$ cat src/rtl/ext_irq_pkg.sv
package ext_irq_pkg;

  typedef enum logic {
    TRIG_LEVEL = 1'b0,
    TRIG_EDGE  = 1'b1
  } trig_mode_e;

  // A falling pair of samples counts only once a first sample exists
  function automatic logic fall_seen(input logic primed, input logic prev_s,
                                     input logic new_s);
    return primed & prev_s & ~new_s;
  endfunction

  // Latched flag update: hardware set beats software load beats acknowledge
  function automatic logic next_edge_flag(input logic cur, input logic hw_set,
                                          input logic clr, input logic wr_en,
                                          input logic wr_data);
    if (hw_set) return 1'b1;
    if (wr_en)  return wr_data;
    if (clr)    return 1'b0;
    return cur;
  endfunction

  function automatic logic gate_req(input logic flag, input logic en,
                                    input logic glb);
    return flag & en & glb;
  endfunction

endpackage

$ cat src/rtl/ext_irq_mc_strobe.sv
module ext_irq_mc_strobe #(
  parameter int CLKS_PER_MC = 6
) (
  input  logic clk,
  input  logic rst_n,
  output logic mc_strobe
);
  localparam int CW = (CLKS_PER_MC > 1) ? $clog2(CLKS_PER_MC) : 1;
  localparam logic [CW-1:0] LAST = CW'(CLKS_PER_MC - 1);

  logic [CW-1:0] cnt_q;

  always_ff @(posedge clk or negedge rst_n) begin
    if (!rst_n)             cnt_q <= '0;
    else if (cnt_q == LAST) cnt_q <= '0;
    else                    cnt_q <= cnt_q + 1'b1;
  end

  assign mc_strobe = (cnt_q == LAST);

  generate
    if (CLKS_PER_MC > 1) begin : g_spacing

      strobe_spacing_chk: assert property (@(posedge clk) disable iff (!rst_n)
        mc_strobe |=> !mc_strobe);
    end
  endgenerate

endmodule

$ cat src/rtl/ext_irq_sync.sv
module ext_irq_sync #(
  parameter int STAGES = 2
) (
  input  logic clk,
  input  logic rst_n,
  input  logic d,
  output logic q
);
  logic [STAGES-1:0] sh_q;

  generate
    if (STAGES > 1) begin : g_multi
      always_ff @(posedge clk or negedge rst_n) begin
        if (!rst_n) sh_q <= '1;
        else        sh_q <= {sh_q[STAGES-2:0], d};
      end
    end else begin : g_single
      always_ff @(posedge clk or negedge rst_n) begin
        if (!rst_n) sh_q <= '1;
        else        sh_q <= d;
      end
    end
  endgenerate

  assign q = sh_q[STAGES-1];

endmodule

$ cat src/rtl/ext_irq_channel.sv
module ext_irq_channel
  import ext_irq_pkg::*;
(
  input  logic clk,
  input  logic rst_n,
  input  logic mc_strobe,
  input  logic pin_sync,
  input  logic trig_edge,
  input  logic ack,
  input  logic wr_en,
  input  logic wr_data,
  output logic flag
);
  logic samp_q;
  logic primed_q;
  logic edge_flag_q;
  logic hw_set;
  logic sw_wr;

  always_ff @(posedge clk or negedge rst_n) begin
    if (!rst_n) begin
      samp_q   <= 1'b1;
      primed_q <= 1'b0;
    end else if (mc_strobe) begin
      samp_q   <= pin_sync;
      primed_q <= 1'b1;
    end
  end

  assign hw_set = (trig_mode_e'(trig_edge) == TRIG_EDGE) & mc_strobe &
                  fall_seen(primed_q, samp_q, pin_sync);
  assign sw_wr  = wr_en & trig_edge;

  always_ff @(posedge clk or negedge rst_n) begin
    if (!rst_n) edge_flag_q <= 1'b0;
    else        edge_flag_q <= next_edge_flag(edge_flag_q, hw_set, ack & trig_edge,
                                              sw_wr, wr_data);
  end

  assign flag = trig_edge ? edge_flag_q : ~samp_q;


  samp_stable_chk: assert property (@(posedge clk) disable iff (!rst_n)
    !mc_strobe |=> $stable(samp_q));


  ack_clear_chk: assert property (@(posedge clk) disable iff (!rst_n)
    (trig_edge && ack && !hw_set && !wr_en) |=> !edge_flag_q);


  hw_set_wins_chk: assert property (@(posedge clk) disable iff (!rst_n)
    hw_set |=> edge_flag_q);


  no_spurious_set_chk: assert property (@(posedge clk) disable iff (!rst_n)
    (!hw_set && !sw_wr && !edge_flag_q) |=> !edge_flag_q);

endmodule

$ cat src/rtl/ext_irq_ctrl.sv
module ext_irq_ctrl
  import ext_irq_pkg::*;
#(
  parameter int NUM_CH      = 2,
  parameter int CLKS_PER_MC = 6,
  parameter int SYNC_STAGES = 2
) (
  input  logic              clk,
  input  logic              rst_n,
  input  logic [NUM_CH-1:0] irq_pin_n,
  input  logic [NUM_CH-1:0] trig_edge,
  input  logic [NUM_CH-1:0] ch_en,
  input  logic              glb_en,
  input  logic [NUM_CH-1:0] ack,
  input  logic [NUM_CH-1:0] flag_wr_en,
  input  logic [NUM_CH-1:0] flag_wr_data,
  output logic [NUM_CH-1:0] flag_q,
  output logic              cpu_irq,
  output logic              wake_req
);
  logic              mc_strobe;
  logic [NUM_CH-1:0] pin_sync;
  logic [NUM_CH-1:0] gated;

  ext_irq_mc_strobe #(.CLKS_PER_MC(CLKS_PER_MC)) u_strobe (
    .clk(clk), .rst_n(rst_n), .mc_strobe(mc_strobe)
  );

  generate
    for (genvar c = 0; c < NUM_CH; c++) begin : g_ch
      ext_irq_sync #(.STAGES(SYNC_STAGES)) u_sync (
        .clk(clk), .rst_n(rst_n), .d(irq_pin_n[c]), .q(pin_sync[c])
      );
      ext_irq_channel u_chan (
        .clk(clk), .rst_n(rst_n), .mc_strobe(mc_strobe),
        .pin_sync(pin_sync[c]), .trig_edge(trig_edge[c]), .ack(ack[c]),
        .wr_en(flag_wr_en[c]), .wr_data(flag_wr_data[c]), .flag(flag_q[c])
      );
      assign gated[c] = gate_req(flag_q[c], ch_en[c], glb_en);
    end
  endgenerate

  assign cpu_irq  = |gated;
  assign wake_req = glb_en & |(ch_en & ~pin_sync);


  irq_gating_chk: assert property (@(posedge clk) disable iff (!rst_n)
    cpu_irq |-> (glb_en && (|(flag_q & ch_en))));


  wake_gating_chk: assert property (@(posedge clk) disable iff (!rst_n)
    wake_req |-> (glb_en && (|ch_en)));

endmodule

$ cat config.mk
export PLATFORM = sky130hd
export DESIGN_NAME = ext_irq_ctrl
export DESIGN_NICKNAME = d
export VERILOG_FILES = /design/src/rtl/ext_irq_pkg.sv /design/src/rtl/ext_irq_mc_strobe.sv /design/src/rtl/ext_irq_sync.sv /design/src/rtl/ext_irq_channel.sv /design/src/rtl/ext_irq_ctrl.sv
export SDC_FILE = /design/constraint.sdc
export NUM_CORES = 1
export LEC_CHECK = 0
export ABC_AREA = 0
export BUFFER_PORTS_ARGS = -buffer_cell sky130_fd_sc_hd__buf_2
export CORE_MARGIN = 2
export CORE_UTILIZATION = 35
export DETAILED_ROUTE_END_ITERATION = 12
export SLEW_MARGIN = 20
export SYNTH_ARGS = -nofsm -noshare
export SYNTH_HDL_FRONTEND = slang
export SYNTH_SLANG_ARGS = --single-unit
export TNS_END_PERCENT = 5
$ cat constraint.sdc
create_clock -name clk -period 1.05 [get_ports clk]
set_input_delay 0.21 -clock clk [delete_from_list [all_inputs] [get_ports clk]]
set_output_delay 0.21 -clock clk [all_outputs]
set_load 0.01 [all_outputs]
==> results.sh, run 1 <==
export IMPL_status="finished, violations left"
export IMPL_violations="setup timing"
export IMPL_antenna_found_initial=0
export IMPL_layout_commonest_cell="buf_2"
export IMPL_place_inst=85
export IMPL_routabilityCongestion=0.683
export IMPL_synth_cell_types=21
export IMPL_synth_area_um2=526
export IMPL_clkSinkCount=12
export IMPL_yosysSeqAreaShare_pct=58.6
export IMPL_syn_inst=46
export IMPL_design_die_area_mm2=0.00183
export IMPL_drc_errors=0
export IMPL_endpoint_kind="output port"
export IMPL_powerDensity_mw_per_mm2=1320
export IMPL_cts_buffers_inserted=3
export IMPL_grt_pass1_wl_mm=1.79
export IMPL_startpoint_type="register"
export IMPL_p_leak_nw=0.374
export IMPL_io_buffers=18
export IMPL_drt_iter0_markers=4
export IMPL_first_global_vias=451
export IMPL_crit_type="reg -> out"
export IMPL_drv_slew=0
export IMPL_grt_max_degree=13
export IMPL_layout_nets=93
export IMPL_area_growth_pct=43.3
export IMPL_layout_drive_gt1_share_pct=61.0
export IMPL_final_cells=92
export IMPL_num_vias=437
export IMPL_yosysWarnings=0
export IMPL_die_h_um=42.8
export IMPL_min_period_ns=1.48
export IMPL_whs_ns=0.0339
export IMPL_track_usage_pct=12.8
export IMPL_maxCapViolations=0
export IMPL_fillerInstances=130
export IMPL_layout_common_cells="18 x buf_2, 10 x buf_4, 6 x dfrtp_1, 6 x dfstp_2, 5 x nand2_1"
export IMPL_synthesis_nets=61
export IMPL_cts_buffer_depth=2
export IMPL_cp_max_fo=2
export IMPL_max_slew_margin_pct=82.0
export IMPL_final_util_pct=55.8
export IMPL_core_mm2=0.00135
export IMPL_cts_tree="done"
export IMPL_ys_seq_elements=12
export IMPL_grt_ovfl_total=0
export IMPL_clkLatencyLatePin_ns=0.27
export IMPL_power_mw=0.993
export IMPL_setup_slack_ns=-0.427
export IMPL_max_freq_ghz=0.677
export IMPL_start_util_pct=38.9
export IMPL_clock_skew_ns=0.000726
export IMPL_wl_um=973
export IMPL_required_ns=0.84
export IMPL_ctsHtreeMaxLevel=1
export IMPL_critPathArrivalTime_ns=1.27
export IMPL_io_pins=19
export IMPL_hpwlAfterDp_um=696
export IMPL_hold_viol=0
export IMPL_dieWidth_um=42.8
export IMPL_wl_per_cell_um=10.6
export IMPL_drt_pass1_iter_count=4
export IMPL_row_count=13
export IMPL_cts_root_buffer="clkbuf_4"
export IMPL_syn_area_per_cell_um2=11.4
export IMPL_n_antenna_cell=0
export IMPL_post_route_period_util_pct=141
export IMPL_ant_nets=0
export IMPL_path_clk_slew_ns=0.07
export IMPL_setup_viol=7
export IMPL_viasPerCell=4.75
export IMPL_vdd_drop_max_mv=0.721
export IMPL_grt_setup_unrepaired="true"
export IMPL_hp_class="in -> reg"
export IMPL_worst_pin_slew_ns=0.270
-- registers in the layout, summed over array words and instances (netlist names) --
name,cells
g_ch.u_sync.sh_q,4
u_strobe.cnt_q,3
g_ch.u_chan.primed_q,1
g_ch.u_chan.edge_flag_q,2
g_ch.u_chan.samp_q,2
-- synth_stat cells --
cell type  count  area [um^2]
nand4b_1       2         17.5
dfrtp_1        6          150
a21oi_1        2         10.0
o211ai_1       1         7.51
o21a_1         1         7.51
a21o_2         1         8.76
buf_4          2         15.0
nor3_1         1         5.00
dfstp_2        6          158
or2b_1         1         7.51
o22ai_1        1         6.26
nand2_1        5         18.8
inv_2          1         3.75
inv_1          3         11.3
o21ai_0        4         20.0
or2_2          2         12.5
mux2_4         2         30.0
or3_4          1         11.3
a32oi_1        1         8.76
nand3_1        2         10.0
and2_1         1         6.26
-- timing repair --
item | CTS | global route
endpoints found under the setup margin | 8 | 9
endpoints found under the hold margin | 6 | 0
buffers inserted | 0 | 2
pin swaps | 7 | 5
gates resized for setup | 5 | 0
hold buffers | 1 | 0
-- routing by layer --
metal | wire [um] | vias up | share of wire (%) | GRT usage, %
met1 | 434 | 197 | 45 | 15.4
li1 | - | 222 | - | -
met2 | 456 | 16 | 47 | 21.8
met3 | 64 | 2 | 6.6 | 2.55
met4 | 17 | 0 | 1.7 | 5.63
met5 | 0 | - | 0 | 0
-- per-stage QoR --
| step | instance area [um^2] | setup TNS [ns] | setup slack, ns |
|---|---|---|---|
| final | 753 | -1.68 | -0.427 |
| after global routing | 753 | -2.14 | -0.486 |
| after CTS | 738 | -1.52 | -0.422 |
| after detailed placement | 679 | -0.481 | -0.169 |
| after global placement | 679 | -0.449 | -0.164 |
| after floorplan | 526 | -0.342 | -0.125 |
-- worst paths after layout --
check / startpoint / end / slack, ns / cells past startpoint
setup / recovery: g_ch[1].u_chan.samp_q / cpu_irq / -0.43 / 4
hold / removal: irq_pin_n[0] / g_ch[0].u_sync.sh_q[0] / 0.03 / 1
setup reg to reg: u_strobe.cnt_q[0] / g_ch[1].u_chan.samp_q / -0.14 / 3
hold reg to reg: g_ch[0].u_sync.sh_q[0] / g_ch[0].u_sync.sh_q[1] / 0.36 / 0
max in group asynchronous: rst_n / g_ch[1].u_chan.samp_q / 0.43 / 2
min in group asynchronous: rst_n / u_strobe.cnt_q[2] / 0.34 / 2
-- cell families after synthesis --
kind of cell	synth area share (%)
flip-flops	58.6
AND/OR/NAND/NOR	16.9
AO/OA/AOI/OAI	13.1
multiplexers	5.71
buffers and inverters	5.71
-- cell type report --
cell class | instances | area [um^2] | share of cell area [%]
Clock buffer | 4 | 36.3 | 4.82
Inverter | 4 | 15.0 | 1.99
Multi-Input combinational cell | 28 | 200 | 26.6
Sequential cell | 12 | 308 | 40.9
Tap cell | 15 | 18.8 | 2.49
Timing Repair Buffer | 29 | 175 | 23.3
-- report_power, final --
| group | leakage, nW | internal, mW | switching (mW) | total, mW |
|---|---|---|---|---|
| clock network | 0.0210 | 0.211 | 0.148 | 0.358 |
| registers | 0.135 | 0.492 | 0.0103 | 0.502 |
| logic | 0.218 | 0.0748 | 0.0573 | 0.132 |
| total | 0.374 | 0.777 | 0.215 | 0.993 |
-- worst max-delay path: stages, from the launching register on --
cell,delay [ns]
dfstp_2,0.54
or2_4,0.12
a21oi_2,0.04
o21a_1,0.17
buf_2,0.13
(Power assumes the default switching activity.)
==> run 2, diff against run 1 <==
- CORE_MARGIN: 2 -> unset
==> results.sh, run 2 (synthesis gave the netlist of run 1 again) <==
export IMPL_setup_slack_ns=-0.421
export IMPL_min_to="g_ch[0].u_sync.sh_q[0]"
export IMPL_area_growth_pct=42.9
export IMPL_cts_buffer_depth=2
export IMPL_io_buffers=18
export IMPL_clock_skew_ns=0.00797
export IMPL_pwr_share_comb_pct=13.8
export IMPL_regToRegSetupSlack_ns=-0.15
export IMPL_grt_setup_unrepaired="true"
export IMPL_cts_root_buffer="clkbuf_4"
export IMPL_layout_drive_gt1_share_pct=60.3
export IMPL_wl_um=937
export IMPL_powerDensity_mw_per_mm2=1230
export IMPL_pre_cts_ws_ns=-0.217
export IMPL_n_antenna_cell=0
export IMPL_dieWidth_um=40.8
export IMPL_vdd_drop_max_mv=0.741
export IMPL_drt_iter0_markers=0
export IMPL_hp_class="in -> reg"
export IMPL_crit_type="reg -> out"
export IMPL_ctsHtreeMaxLevel=1
export IMPL_first_global_vias=378
export IMPL_startpoint_type="register"
export IMPL_layout_commonest_cell="buf_2"
export IMPL_num_vias=439
export IMPL_clkSinkCount=12
export IMPL_design_die_area_mm2=0.00166
export IMPL_min_period_ns=1.47
export IMPL_p_sw_mw=0.215
export IMPL_p_leak_nw=0.374
export IMPL_cp_cell_sequence="or2_4 > a21oi_2 > o21a_1 > buf_2"
export IMPL_antenna_found_initial=0
export IMPL_clkLatencyLatePin_ns=0.27
export IMPL_regArea_um2=308
export IMPL_multi_input_area_um2=200
export IMPL_start_util_pct=38.9
export IMPL_reg2reg_to="g_ch[1].u_chan.samp_q"
export IMPL_violations="setup timing"
export IMPL_grt_pass1_wl_mm=1.35
export IMPL_layout_nets=94
export IMPL_drv_slew=0
export IMPL_path_clk_slew_ns=0.08
export IMPL_reg_top3="g_ch.u_sync.sh_q x4, u_strobe.cnt_q x3"
export IMPL_seqPwrFrac_pct=54.2
export IMPL_worst_pin_slew_ns=0.259
export IMPL_critPathArrivalTime_ns=1.26
export IMPL_min_from="irq_pin_n[0]"
export IMPL_io_pins=19
export IMPL_grt_ovfl_total=0
export IMPL_fillerInstances=133
export IMPL_viasPerCell=4.72
export IMPL_worstReg2RegStart="u_strobe.cnt_q[1]"
export IMPL_p_clk_share_pct=32.0
export IMPL_hold_depth=1
export IMPL_core_mm2=0.00135
export IMPL_layout_common_cells="18 x buf_2, 11 x buf_4, 6 x dfrtp_1, 6 x dfstp_2, 5 x nand2_1"
export IMPL_status="finished, violations left"
export IMPL_largest_register="g_ch.u_sync.sh_q"
export IMPL_max_stage_delay_ns=0.53
export IMPL_hold_viol=0
export IMPL_switching_share_pct=23.2
export IMPL_max_slew_margin_pct=82.7
export IMPL_intPower_mw=0.712
export IMPL_maxCapViolations=0
export IMPL_max_freq_ghz=0.680
export IMPL_ant_nets=0
export IMPL_reg2reg_depth=2
export IMPL_cts_buffers_inserted=3
export IMPL_drc_errors=0
export IMPL_grt_max_degree=13
export IMPL_row_count=13
export IMPL_cts_tree="done"
export IMPL_largest_register_ffs=4
export IMPL_track_usage_pct=12.8
export IMPL_endpoint_kind="output port"
export IMPL_setup_viol=7
export IMPL_drt_pass1_iter_count=1
export IMPL_final_util_pct=55.6
export IMPL_cp_max_fo=2
export IMPL_die_h_um=40.8
export IMPL_routabilityCongestion=0.549
export IMPL_wl_per_cell_um=10.1
export IMPL_cpMaxStageDelayCell="dfstp_2"
export IMPL_required_ns=0.84
export IMPL_post_route_period_util_pct=140
-- run 2: cell count changes in the layout (fill, tap and decap cells not counted) --
cell      delta
clkbuf_8     -1
buf_4        +1
clkbuf_1     +1
-- run 2: final cells by class --
| type | instances | share of cell area [%] |
|---|---|---|
| Clock buffer | 4 | 3.50 |
| Inverter | 4 | 2.00 |
| Multi-Input combinational cell | 28 | 26.7 |
| Sequential cell | 12 | 41.0 |
| Tap cell | 15 | 2.50 |
| Timing Repair Buffer | 30 | 24.3 |
-- run 2: worst max-delay path, delay by kind of cell, from the launching register on --
family	cells	cell delay [ns]
DFF	1	0.53
AOI/OAI and AO/OA	2	0.21
buffers and inverters	1	0.13
and+or+nand+nor	1	0.11
-- run 2: power by group through the flow --
stage / Clock [mW] / Sequential [mW] / Combinational [mW]
floorplan: 0 / 0.508 / 0.0581
global placement: 0 / 0.509 / 0.115
detailed placement: 0 / 0.510 / 0.117
CTS: 0.310 / 0.502 / 0.128
global route: 0.326 / 0.504 / 0.144
finish: 0.297 / 0.502 / 0.128
-- run 2: metal layers --
layer | vias to the layer above | GRT usage (%) | wire length, um
met4 | 0 | 10.0 | 19
met1 | 197 | 13.9 | 423
met2 | 17 | 22.2 | 446
met5 | - | 0 | 0
li1 | 223 | - | -
met3 | 2 | 1.63 | 48
-- run 2: worst max path at each step --
| stage | startpoint | endpoint | slack (ns) | depth (start not counted) |
|---|---|---|---|---|
| floorplan | u_strobe.cnt_q[1] | g_ch[0].u_chan.samp_q | -0.12 | 2 |
| global placement | g_ch[0].u_chan.samp_q | cpu_irq | -0.16 | 4 |
| detailed placement | g_ch[0].u_chan.samp_q | cpu_irq | -0.22 | 4 |
| CTS | g_ch[0].u_chan.samp_q | cpu_irq | -0.45 | 4 |
| global route | g_ch[0].u_chan.samp_q | cpu_irq | -0.47 | 4 |
| finish | g_ch[0].u_chan.samp_q | cpu_irq | -0.42 | 4 |
-- run 2: timing repair --
| action | CTS | global route |
|---|---|---|
| pin swaps | 7 | 1 |
| hold buffers | 1 | 0 |
| hold endpoints to repair | 6 | 0 |
| resized for setup | 5 | 0 |
| buffers inserted | 0 | 1 |
| setup endpoints to repair | 8 | 9 |
-- run 2: stage by stage --
stage / power (mW) / hold slack (ns) / area [um^2] / std cells / TNS [ns]
after floorplan: 0.566 / -0.0856 / 526 / 46 / -0.342
after global placement: 0.624 / 0.0941 / 694 / 87 / -0.417
after detailed placement: 0.627 / 0.0962 / 694 / 87 / -0.521
after CTS: 0.940 / 0.0264 / 743 / 92 / -1.58
after global routing: 0.975 / 0.0244 / 751 / 93 / -1.85
final: 0.926 / 0.0385 / 751 / 93 / -1.49
==> run 3, diff against run 2 <==
- clock period: 1.05 -> 1.5 ns (I/O delays scaled with it)
==> results.sh, run 3 (synthesis gave the netlist of run 1 again) <==
export IMPL_status="finished, violations left"
export IMPL_violations="setup timing"
export IMPL_core_mm2=0.00135
export IMPL_clkSinkCount=12
export IMPL_ant_nets=0
export IMPL_n_antenna_cell=0
export IMPL_layout_drive_gt1_share_pct=56.5
export IMPL_maxCapViolations=0
export IMPL_viasPerCell=4.79
export IMPL_p_leak_nw=0.336
export IMPL_io_buffers=18
export IMPL_intPower_mw=0.536
export IMPL_layout_nets=85
export IMPL_hpwlAfterDp_um=629
export IMPL_hp_class="in -> reg"
export IMPL_grt_max_degree=13
export IMPL_hold_viol=0
export IMPL_p_sw_mw=0.146
export IMPL_row_count=13
export IMPL_post_route_period_util_pct=103
export IMPL_track_usage_pct=11.0
export IMPL_ctsHtreeMaxLevel=1
export IMPL_placed_area_um2=619
export IMPL_drt_pass1_iter_count=2
export IMPL_grt_pass1_wl_mm=1.17
export IMPL_busiest_layer="met2"
export IMPL_critPathArrivalTime_ns=1.25
export IMPL_wl_um=867
export IMPL_clock_skew_ns=0.00240
export IMPL_cts_buffers_inserted=3
export IMPL_crit_type="reg -> out"
export IMPL_max_slew_margin_pct=83.1
export IMPL_drc_errors=0
export IMPL_max_freq_ghz=0.645
export IMPL_min_period_ns=1.55
export IMPL_endpoint_kind="output port"
export IMPL_required_ns=1.20
export IMPL_cts_buffer_depth=2
export IMPL_switching_share_pct=21.4
export IMPL_final_util_pct=51.3
export IMPL_layout_common_cells="18 x buf_2, 6 x dfrtp_1, 6 x dfstp_2, 5 x nand2_1, 4 x o21ai_0"
export IMPL_reg_top3="g_ch.u_sync.sh_q x4, u_strobe.cnt_q x3"
export IMPL_worst_pin_slew_ns=0.254
export IMPL_powerDensity_mw_per_mm2=984
export IMPL_layout_commonest_cell="buf_2"
export IMPL_routabilityCongestion=0.562
export IMPL_cp_max_fo=2
export IMPL_use_met1_pct=10.8
export IMPL_largest_register="g_ch.u_sync.sh_q"
export IMPL_setup_viol=1
export IMPL_finalInstanceArea_um2=693
export IMPL_io_pins=19
export IMPL_wl_per_cell_um=10.3
export IMPL_grt_ovfl_total=0
export IMPL_met3_usage_pct=1.63
export IMPL_power_mw=0.682
export IMPL_cts_root_buffer="clkbuf_4"
export IMPL_start_util_pct=38.9
export IMPL_largest_register_ffs=4
export IMPL_startpoint_type="register"
export IMPL_clkLatencyLatePin_ns=0.27
export IMPL_vdd_drop_max_mv=0.413
export IMPL_max_stage_delay_ns=0.53
export IMPL_seqPwrFrac_pct=51.6
export IMPL_num_vias=402
export IMPL_drv_slew=0
export IMPL_p_clk_share_pct=36.5
export IMPL_cts_tree="done"
export IMPL_cp_cell_sequence="or2_4 > a21oi_2 > o21a_1 > buf_2"
export IMPL_drt_iter0_markers=4
export IMPL_pwr_share_comb_pct=11.9
export IMPL_design_die_area_mm2=0.00166
export IMPL_grt_setup_unrepaired="true"
export IMPL_setup_slack_ns=-0.0509
export IMPL_cpMaxStageDelayCell="dfstp_2"
export IMPL_dieWidth_um=40.8
export IMPL_die_h_um=40.8
export IMPL_path_clk_slew_ns=0.07
export IMPL_antenna_found_initial=0
export IMPL_area_growth_pct=31.9
export IMPL_first_global_vias=346
export IMPL_grt_util_met2_pct=20.6
[run 3: cell count changes in the layout (fill, tap and decap cells not counted)]
cell and change:
clkbuf_1 -1, o21ai_0 +1, clkbuf_8 +1, buf_4 -9, o21ai_1 -1
[run 3: power by group through the flow]
| stage | logic (mW) | registers [mW] | clock network, mW |
|---|---|---|---|
| 2_1_floorplan | 0.0407 | 0.356 | 0 |
| 3_3_place_gp | 0.0693 | 0.358 | 0 |
| 3_5_place_dp | 0.0702 | 0.358 | 0 |
| 4_1_cts | 0.0820 | 0.352 | 0.261 |
| 5_1_grt | 0.0902 | 0.353 | 0.271 |
| 6_report | 0.0810 | 0.352 | 0.249 |
[run 3: layout make-up]
class | instances | area, um^2
clock buffer | 4 | 36.3
timing repair buffer | 21 | 115
sequential | 12 | 308
fill | 132 | 657
multi-input combinational | 28 | 200
tap | 15 | 18.8
inverter | 4 | 15.0
[run 3: metal layers]
layer  wire (um)  part of all wire, %
met5           0                    0
met4           0                    0
met3          54                  6.2
met2         412                   48
met1         401                   46
[run 3: per-stage QoR]
step	hold WS, ns	std cells	worst slack [ns]	setup TNS (ns)
3_5_place_dp	0.183	77	0.100	0
4_1_cts	0.114	84	-0.0723	-0.0723
6_report	0.126	84	-0.0509	-0.0509
2_1_floorplan	0.00441	46	0.267	0
3_3_place_gp	0.184	77	0.0946	0
5_1_grt	0.111	84	-0.100	-0.100
[run 3: worst paths after layout]
check	start	end	slack, ns	cells after the start
hold / removal	irq_pin_n[1]	g_ch[1].u_sync.sh_q[0]	0.13	1
setup / recovery	g_ch[1].u_chan.samp_q	cpu_irq	-0.05	4
min in group asynchronous	rst_n	g_ch[1].u_chan.edge_flag_q	0.44	2
hold reg to reg	g_ch[0].u_sync.sh_q[0]	g_ch[0].u_sync.sh_q[1]	0.35	0
setup reg to reg	u_strobe.cnt_q[1]	g_ch[0].u_chan.samp_q	0.29	2
max in group asynchronous	rst_n	g_ch[0].u_chan.samp_q	0.80	2
[run 3: what timing repair did]
item | CTS | global route
hold buffers | 1 | 0
endpoints found under the setup margin | 1 | 2
setup buffers | 2 | 0
pin swaps | 4 | 3
hold endpoints to repair | 6 | 0
gates resized for setup | 4 | 0
[run 3: critical path, delay by kind of cell (launching register included)]
kind | cells | cell delay [ns]
flops | 1 | 0.53
compound gates | 2 | 0.21
simple gates | 1 | 0.11
buf+inv | 1 | 0.13
